File: config.mk
export PLATFORM = sky130hd
export DESIGN_NAME = obc_da_mac
export DESIGN_NICKNAME = d
export VERILOG_FILES = /design/src/rtl/obc_da_pkg.sv /design/src/rtl/obc_da_seq.sv /design/src/rtl/obc_da_pgen.sv /design/src/rtl/obc_da_acc.sv /design/src/rtl/obc_da_mac.sv
export SDC_FILE = /design/constraint.sdc
export NUM_CORES = 1
export LEC_CHECK = 0
export CAP_MARGIN = 20
export CORE_UTILIZATION = 50
export CTS_CLUSTER_DIAMETER = 30
export CTS_CLUSTER_SIZE = 8
export DETAILED_ROUTE_END_ITERATION = 10
export DONT_BUFFER_PORTS = 1
export SYNTH_ARGS = -nofsm -noshare
export SYNTH_HDL_FRONTEND = slang
export SYNTH_SLANG_ARGS = --single-unit
File: constraint.sdc
create_clock -name clk -period 11.05 [get_ports clk]
set_input_delay 1.6575 -clock clk [delete_from_list [all_inputs] [get_ports clk]]
set_output_delay 1.6575 -clock clk [all_outputs]
set_load 0.05 [all_outputs]
File: src/rtl/obc_da_pkg.sv
package obc_da_pkg;

  localparam int NTERMS = 4;

  typedef enum logic [1:0] {
    GEN_HALF_TABLE = 2'd0,
    GEN_TWO_BANK   = 2'd1,
    GEN_ADDER_TREE = 2'd2
  } gen_e;

endpackage

File: src/rtl/obc_da_seq.sv
module obc_da_seq
  import obc_da_pkg::*;
#(
  parameter int N    = 16,
  parameter int CNTW = 4
) (
  input  logic                   clk,
  input  logic                   rst_n,
  input  logic                   clr,
  input  logic                   start,
  input  logic [NTERMS*N-1:0]    smp_in,
  output logic                   load,
  output logic                   step,
  output logic                   busy,
  output logic [CNTW-1:0]        cnt,
  output logic [NTERMS-1:0]      slice,
  output logic                   sign_slice,
  output logic                   done
);

  localparam logic [CNTW-1:0] LAST = CNTW'(N - 1);

  logic [N-1:0]    sreg_q [NTERMS];
  logic [N-1:0]    sreg_d [NTERMS];
  logic [CNTW-1:0] cnt_q, cnt_d;
  logic            busy_q, busy_d;
  logic            done_q, done_d;
  logic            last;

  // control strobes
  always_comb begin
    load = start && !busy_q && !clr;
    step = busy_q && !clr;
    last = step && (cnt_q == LAST);
  end

  // next state
  always_comb begin
    cnt_d  = cnt_q;
    busy_d = busy_q;
    done_d = last;
    for (int k = 0; k < NTERMS; k++) begin
      sreg_d[k] = sreg_q[k];
      if (load)
        sreg_d[k] = smp_in[k*N +: N];
      else if (step)
        sreg_d[k] = sreg_q[k] >> 1;
    end
    if (clr) begin
      busy_d = 1'b0;
      cnt_d  = '0;
    end else if (load) begin
      busy_d = 1'b1;
      cnt_d  = '0;
    end else if (step) begin
      cnt_d = cnt_q + CNTW'(1);
      if (last) busy_d = 1'b0;
    end
  end

  // registers
  always_ff @(posedge clk or negedge rst_n) begin
    if (!rst_n) begin
      cnt_q  <= '0;
      busy_q <= 1'b0;
      done_q <= 1'b0;
      for (int k = 0; k < NTERMS; k++) sreg_q[k] <= '0;
    end else begin
      cnt_q  <= cnt_d;
      busy_q <= busy_d;
      done_q <= done_d;
      for (int k = 0; k < NTERMS; k++) sreg_q[k] <= sreg_d[k];
    end
  end

  always_comb begin
    for (int k = 0; k < NTERMS; k++) slice[k] = sreg_q[k][0];
    sign_slice = (cnt_q == LAST);
    busy       = busy_q;
    cnt        = cnt_q;
    done       = done_q;
  end

endmodule

File: src/rtl/obc_da_pgen.sv
module obc_da_pgen
  import obc_da_pkg::*;
#(
  parameter gen_e GEN = GEN_HALF_TABLE,
  parameter int   CW  = 8,
  parameter int   PW  = CW + 3
) (
  input  logic                       clk,
  input  logic                       rst_n,
  input  logic                       load,
  input  logic [NTERMS*CW-1:0]       coef_in,
  input  logic [NTERMS-1:0]          slice,
  input  logic                       sign_slice,
  output logic signed [PW-1:0]       part
);

  localparam int EXT  = PW - CW;
  localparam int HALF = 2 ** (NTERMS - 1);
  localparam int HB   = NTERMS / 2;
  localparam int BANK = 2 ** HB;

  logic signed [CW-1:0] a [NTERMS];
  logic [NTERMS-1:0]    u;

  for (genvar k = 0; k < NTERMS; k++) begin : g_unpack
    assign a[k] = coef_in[k*CW +: CW];
  end

  // offset-binary digits: bit value, reversed on the sign slice
  assign u = slice ^ {NTERMS{sign_slice}};

  function automatic logic signed [PW-1:0] sx(input logic signed [CW-1:0] v);
    return {{EXT{v[CW-1]}}, v};
  endfunction

  function automatic logic signed [PW-1:0] pm(input logic sel,
                                              input logic signed [CW-1:0] v);
    return sel ? sx(v) : -sx(v);
  endfunction

  if (GEN == GEN_HALF_TABLE) begin : g_half
    logic signed [PW-1:0] tbl_q [HALF];
    logic signed [PW-1:0] tbl_d [HALF];
    logic [NTERMS-2:0]    idx;
    logic signed [PW-1:0] mag;

    // entries for top digit -1 only; the other half is the negated mirror
    always_comb begin
      for (int m = 0; m < HALF; m++) begin
        tbl_d[m] = tbl_q[m];
        if (load) begin
          tbl_d[m] = -sx(a[NTERMS-1]);
          for (int k = 0; k < NTERMS - 1; k++)
            tbl_d[m] = tbl_d[m] + pm(((m >> k) & 1) != 0, a[k]);
        end
      end
    end

    always_ff @(posedge clk or negedge rst_n) begin
      if (!rst_n) begin
        for (int m = 0; m < HALF; m++) tbl_q[m] <= '0;
      end else begin
        for (int m = 0; m < HALF; m++) tbl_q[m] <= tbl_d[m];
      end
    end

    always_comb begin
      idx  = u[NTERMS-1] ? ~u[NTERMS-2:0] : u[NTERMS-2:0];
      mag  = tbl_q[idx];
      part = u[NTERMS-1] ? -mag : mag;
    end

  end else if (GEN == GEN_TWO_BANK) begin : g_bank
    logic signed [PW-1:0] lo_q [BANK];
    logic signed [PW-1:0] lo_d [BANK];
    logic signed [PW-1:0] hi_q [BANK];
    logic signed [PW-1:0] hi_d [BANK];

    always_comb begin
      for (int m = 0; m < BANK; m++) begin
        lo_d[m] = lo_q[m];
        hi_d[m] = hi_q[m];
        if (load) begin
          lo_d[m] = '0;
          hi_d[m] = '0;
          for (int k = 0; k < HB; k++) begin
            lo_d[m] = lo_d[m] + pm(((m >> k) & 1) != 0, a[k]);
            hi_d[m] = hi_d[m] + pm(((m >> k) & 1) != 0, a[HB + k]);
          end
        end
      end
    end

    always_ff @(posedge clk or negedge rst_n) begin
      if (!rst_n) begin
        for (int m = 0; m < BANK; m++) begin
          lo_q[m] <= '0;
          hi_q[m] <= '0;
        end
      end else begin
        for (int m = 0; m < BANK; m++) begin
          lo_q[m] <= lo_d[m];
          hi_q[m] <= hi_d[m];
        end
      end
    end

    assign part = lo_q[u[HB-1:0]] + hi_q[u[NTERMS-1:HB]];

  end else begin : g_tree
    logic signed [CW-1:0] c_q [NTERMS];
    logic signed [CW-1:0] c_d [NTERMS];
    logic signed [PW-1:0] s   [NTERMS];
    logic signed [PW-1:0] sum_lo, sum_hi;

    always_comb begin
      for (int k = 0; k < NTERMS; k++) c_d[k] = load ? a[k] : c_q[k];
    end

    always_ff @(posedge clk or negedge rst_n) begin
      if (!rst_n) begin
        for (int k = 0; k < NTERMS; k++) c_q[k] <= '0;
      end else begin
        for (int k = 0; k < NTERMS; k++) c_q[k] <= c_d[k];
      end
    end

    // two-level adder tree of signed terms
    always_comb begin
      for (int k = 0; k < NTERMS; k++) s[k] = pm(u[k], c_q[k]);
      sum_lo = s[0] + s[1];
      sum_hi = s[2] + s[3];
      part   = sum_lo + sum_hi;
    end
  end

endmodule

File: src/rtl/obc_da_acc.sv
module obc_da_acc
  import obc_da_pkg::*;
#(
  parameter int CW = 8,
  parameter int N  = 16,
  parameter int PW = CW + 3,
  parameter int RW = CW + N + 2,
  parameter int AW = RW + 1
) (
  input  logic                   clk,
  input  logic                   rst_n,
  input  logic                   clr,
  input  logic                   load,
  input  logic                   step,
  input  logic [NTERMS*CW-1:0]   coef_in,
  input  logic signed [PW-1:0]   part,
  output logic signed [RW-1:0]   result
);

  logic signed [AW-1:0] acc_q, acc_d;
  logic signed [AW-1:0] csum;
  logic signed [AW:0]   wide;

  // offset: minus the coefficient sum, placed at the slice weight
  always_comb begin
    csum = '0;
    for (int k = 0; k < NTERMS; k++)
      csum = csum + AW'($signed(coef_in[k*CW +: CW]));
  end

  always_comb begin
    wide  = (AW+1)'(acc_q) + ((AW+1)'(part) <<< N);
    acc_d = acc_q;
    if (clr)
      acc_d = '0;
    else if (load)
      acc_d = -(csum <<< N);
    else if (step)
      acc_d = AW'(wide >>> 1);
  end

  always_ff @(posedge clk or negedge rst_n) begin
    if (!rst_n) acc_q <= '0;
    else        acc_q <= acc_d;
  end

  // accumulator holds twice the product
  assign result = RW'(acc_q >>> 1);

endmodule

File: src/rtl/obc_da_mac.sv
module obc_da_mac
  import obc_da_pkg::*;
#(
  parameter gen_e GEN = GEN_HALF_TABLE,
  parameter int   CW  = 8,
  parameter int   N   = 16
) (
  input  logic                    clk,
  input  logic                    rst_n,
  input  logic                    clr,
  input  logic                    start,
  input  logic [NTERMS*CW-1:0]    coef_i,
  input  logic [NTERMS*N-1:0]     smp_i,
  output logic [CW+N+1:0]         result_o,
  output logic                    done_o
);

  localparam int PW   = CW + 3;
  localparam int RW   = CW + N + 2;
  localparam int AW   = RW + 1;
  localparam int CNTW = (N > 1) ? $clog2(N) : 1;

  logic                   load, step, busy, sign_slice;
  logic [CNTW-1:0]        cnt;
  logic [NTERMS-1:0]      slice_bits;
  logic signed [PW-1:0]   part;
  logic signed [RW-1:0]   acc_res;

  obc_da_seq #(.N(N), .CNTW(CNTW)) u_seq (
    .clk        (clk),
    .rst_n      (rst_n),
    .clr        (clr),
    .start      (start),
    .smp_in     (smp_i),
    .load       (load),
    .step       (step),
    .busy       (busy),
    .cnt        (cnt),
    .slice      (slice_bits),
    .sign_slice (sign_slice),
    .done       (done_o)
  );

  obc_da_pgen #(.GEN(GEN), .CW(CW), .PW(PW)) u_pgen (
    .clk        (clk),
    .rst_n      (rst_n),
    .load       (load),
    .coef_in    (coef_i),
    .slice      (slice_bits),
    .sign_slice (sign_slice),
    .part       (part)
  );

  obc_da_acc #(.CW(CW), .N(N), .PW(PW), .RW(RW), .AW(AW)) u_acc (
    .clk     (clk),
    .rst_n   (rst_n),
    .clr     (clr),
    .load    (load),
    .step    (step),
    .coef_in (coef_i),
    .part    (part),
    .result  (acc_res)
  );

  assign result_o = acc_res;

endmodule

==> qor.yml <==
antenna_found_initial: 0
endpoint_kind: "register"
cts_resized: 0
nNetsFinal: 2102
rsz0062_at_grt: "false"
stdcell_area_um2: 17020
status: "complete, no violations"
fin_crit_ns: 6.363
die_h_um: 181.9
drc: 0
synth_cells: 1855
crit_top_cell: "ha_1"
slowest_stage: "o311ai_0"
gp_congestion: 0.9034
root_buffer: "clkbuf_16"
synth_seq_area_share_pct: 27.53
cts_tree: "done"
num_antenna_cells: 0
seqCellArea_um2: 4454
hold_class: "register to register"
cts_buffer_depth: 2
yosysTopAreaCell: "dfrtp_1"
grt.overflow.total: 0
io_pins: 127
startpoint_type: "input port"
worstPathMaxFanout: 7
layout_setup_ws_ns: 4.687
cap_viol_max_count: 0
syn-num-nets: 2149
skew_ns: 0.01519
yosys_warnings: 0
avgViaCountPerCell: 6.045
start_util_pct: 51.01
arrival_ns: 6.69
clk_latency_ns: 0.45
avgSynthCellArea_um2: 8.721
cts_buffers: 17
postCtsHoldBufs: 0
tns_ns: 0
drt-initial-drc-count: 956
finalCritPeriodShare_pct: 57.59
dp.cells: 2191
ys.flop_type: "dfrtp_1"
fmax_mhz: 157.1
synth_top_area_share_pct: 27.53
die_x_um: 181.9
grt_start_max_net_pins: 179
slew_violations: 0
multi_input_area_um2: 11010
grt_pass1_vias: 12839
layout.cells.non_filler: 2223
p_leak_nw: 7.712
setup_violations: 0
clock_sinks: 178
synth_cell_types: 80
vias: 13439
required_ns: 11.37
finalHoldViolations: 0
slowest_delay_ns: 0.59
path_class: "input port to register"
placed_cell_area_um2: 16420
ant_nets: 0
wl_per_cell_um: 19.75
synthArstFlopShare_pct: 100.0
drt_wl_total_um: 43900
netlist_area_um2: 16180
path_cells: "inv_1 -> ha_1 -> xnor2_1 -> ha_1 -> o21ai_0 -> a21oi_1 -> o21ai_0 -> a21oi_1 -> o31a_1 -> o311ai_0 -> ha_1 -> inv_1 -> nor3_1 -> a221oi_1 -> nand3_1 -> ha_1 -> and3_1 -> a2111oi_0 -> a2111o_1 -> nand3_1"
yosys-top-cells-area: "dfrtp_1 28%, ha_1 13%, xnor2_1 5.5%"
nFillCells: 2968
area_delta_synth_final_pct: 5.213
rows: 65
htreeDepth: 4
post_cts_buffers: 0
dieArea_um2: 33080
layout-drive-gt1-share_pct: 4.503
grt_pass1_wl_um: 70150
peakVddDrop_mv: 0.1825
pre_cts_slack_ns: 4.222
port_buffers: 0
synth-seq-cells: 178
grt_usage_pct: 26.90
post-dp-hpwl_um: 33480
worst_slew_pin_slew_ns: 1.020
relSlewSlack_pct: 31.92
drt-pass1-iter-count: 7
clk_pin_slew_ns: 0.07
power_density_nw_per_um2: 269.8
fp.coreArea_um2: 31720
synth-edff-count: 0
==> state kept, by name, indices dropped and copies added, names as in the netlist <==
| name | count |
|---|---|
| u_seq.done | 1 |
| u_seq.busy | 1 |
| u_seq.cnt | 4 |
| u_seq.slice | 4 |
| u_seq.sreg_q | 60 |
| u_pgen.g_half.tbl_q | 82 |
| u_acc.acc_q | 26 |
==> path summary, 6_finish.rpt <==
kind	from	to	slack, ns	depth (start not counted)
worst max-delay path	coef_i[25]	u_pgen.g_half.tbl_q[87]	4.69	20
worst min-delay path	u_pgen.g_half.tbl_q[0]	u_pgen.g_half.tbl_q[0]	0.48	2
worst max register to register	u_seq.slice[3]	u_acc.acc_q[25]	5.86	15
worst min register to register	u_pgen.g_half.tbl_q[0]	u_pgen.g_half.tbl_q[0]	0.48	2
max in group asynchronous	rst_n	u_seq.sreg_q[4]	9.81	0
min in group asynchronous	rst_n	u_acc.acc_q[8]	0.91	0
==> stage by stage <==
| stage | power, mW | hold slack, ns | utilization, % |
|---|---|---|---|
| 2_1_floorplan | 3.227 | 0.4340 | - |
| 3_3_place_gp | 3.888 | 0.4470 | 51.78 |
| 3_5_place_dp | 3.935 | 0.4609 | 51.78 |
| 4_1_cts | 4.593 | 0.4798 | 53.66 |
| 5_1_grt | 4.963 | 0.4972 | 53.66 |
| 6_report | 4.592 | 0.4753 | 53.66 |
==> report_power, final <==
| group | switching, mW | internal, mW |
|---|---|---|
| Sequential | 0.211 | 0.866 |
| Clock | 0.285 | 0.351 |
| Combinational | 1.68 | 1.20 |
==> synthesized netlist by cell type (25+ instances only) <==
cell,n
xor2_1,35
nor2_1,80
a21o_1,39
nand2_1,236
nor2b_1,32
dfrtp_1,178
fa_1,25
nand3_1,47
a211oi_1,25
o21ai_0,124
xnor2_1,102
a21oi_1,100
ha_1,169
a22oi_1,61
nor3b_1,28
clkbuf_1,47
inv_1,102
nor3_1,62
==> layout make-up <==
type,count,area share [%]
repair buffers,10,0.4410
multi-input cells,1499,64.66
clock buffers,21,2.705
clock inverters,11,0.8159
flip-flops and latches,178,26.17
well taps,402,2.955
inverters,102,2.249
==> logic make-up after synthesis <==
| logic type | Yosys count | synth area share, % |
|---|---|---|
| buffers and inverters | 178 | 4.664 |
| AOI/OAI and AO/OA | 521 | 21.98 |
| adders and majority gates | 194 | 16.16 |
| xor gates and xnor gates | 140 | 7.865 |
| and+or+nand+nor | 603 | 18.28 |
| DFF | 178 | 27.53 |
| muxes | 41 | 3.511 |
==> placed cells by master (no fill, tap or decap), types with 11 or more instances in the layout <==
master / instances
a211oi_1: 25
a21o_1: 39
a21oi_1: 100
a22o_1: 20
a22oi_1: 61
a31oi_1: 12
and3_1: 17
clkbuf_16: 17
dfrtp_1: 178
fa_1: 25
ha_1: 169
inv_1: 102
mux2i_1: 23
mux4_2: 12
nand2_1: 236
nand2b_1: 17
nand3_1: 47
nand3b_1: 13
nor2_1: 79
nor2b_1: 31
nor3_1: 60
nor3b_1: 28
o2111ai_1: 14
o21a_1: 12
o21ai_0: 124
o21bai_1: 22
or3_1: 16
or4_1: 11
xnor2_1: 102
xor2_1: 34
==> critical path, delay by kind of cell <==
kind | cells | cell delay (ns)
fa+ha+maj | 4 | 1.46
compound gates | 9 | 2.64
simple gates | 4 | 0.52
buf+inv | 2 | 0.21
xor+xnor | 1 | 0.19
==> metal layers <==
layer	GRT usage, %	wire [um]	up-vias
met3	3.931	1691	43
met5	0	0	-
met4	7.395	941	0
met2	45.92	20980	264
met1	35.42	20290	6447
li1	-	-	6685
No activity file was read; power rests on OpenSTA's default activity.
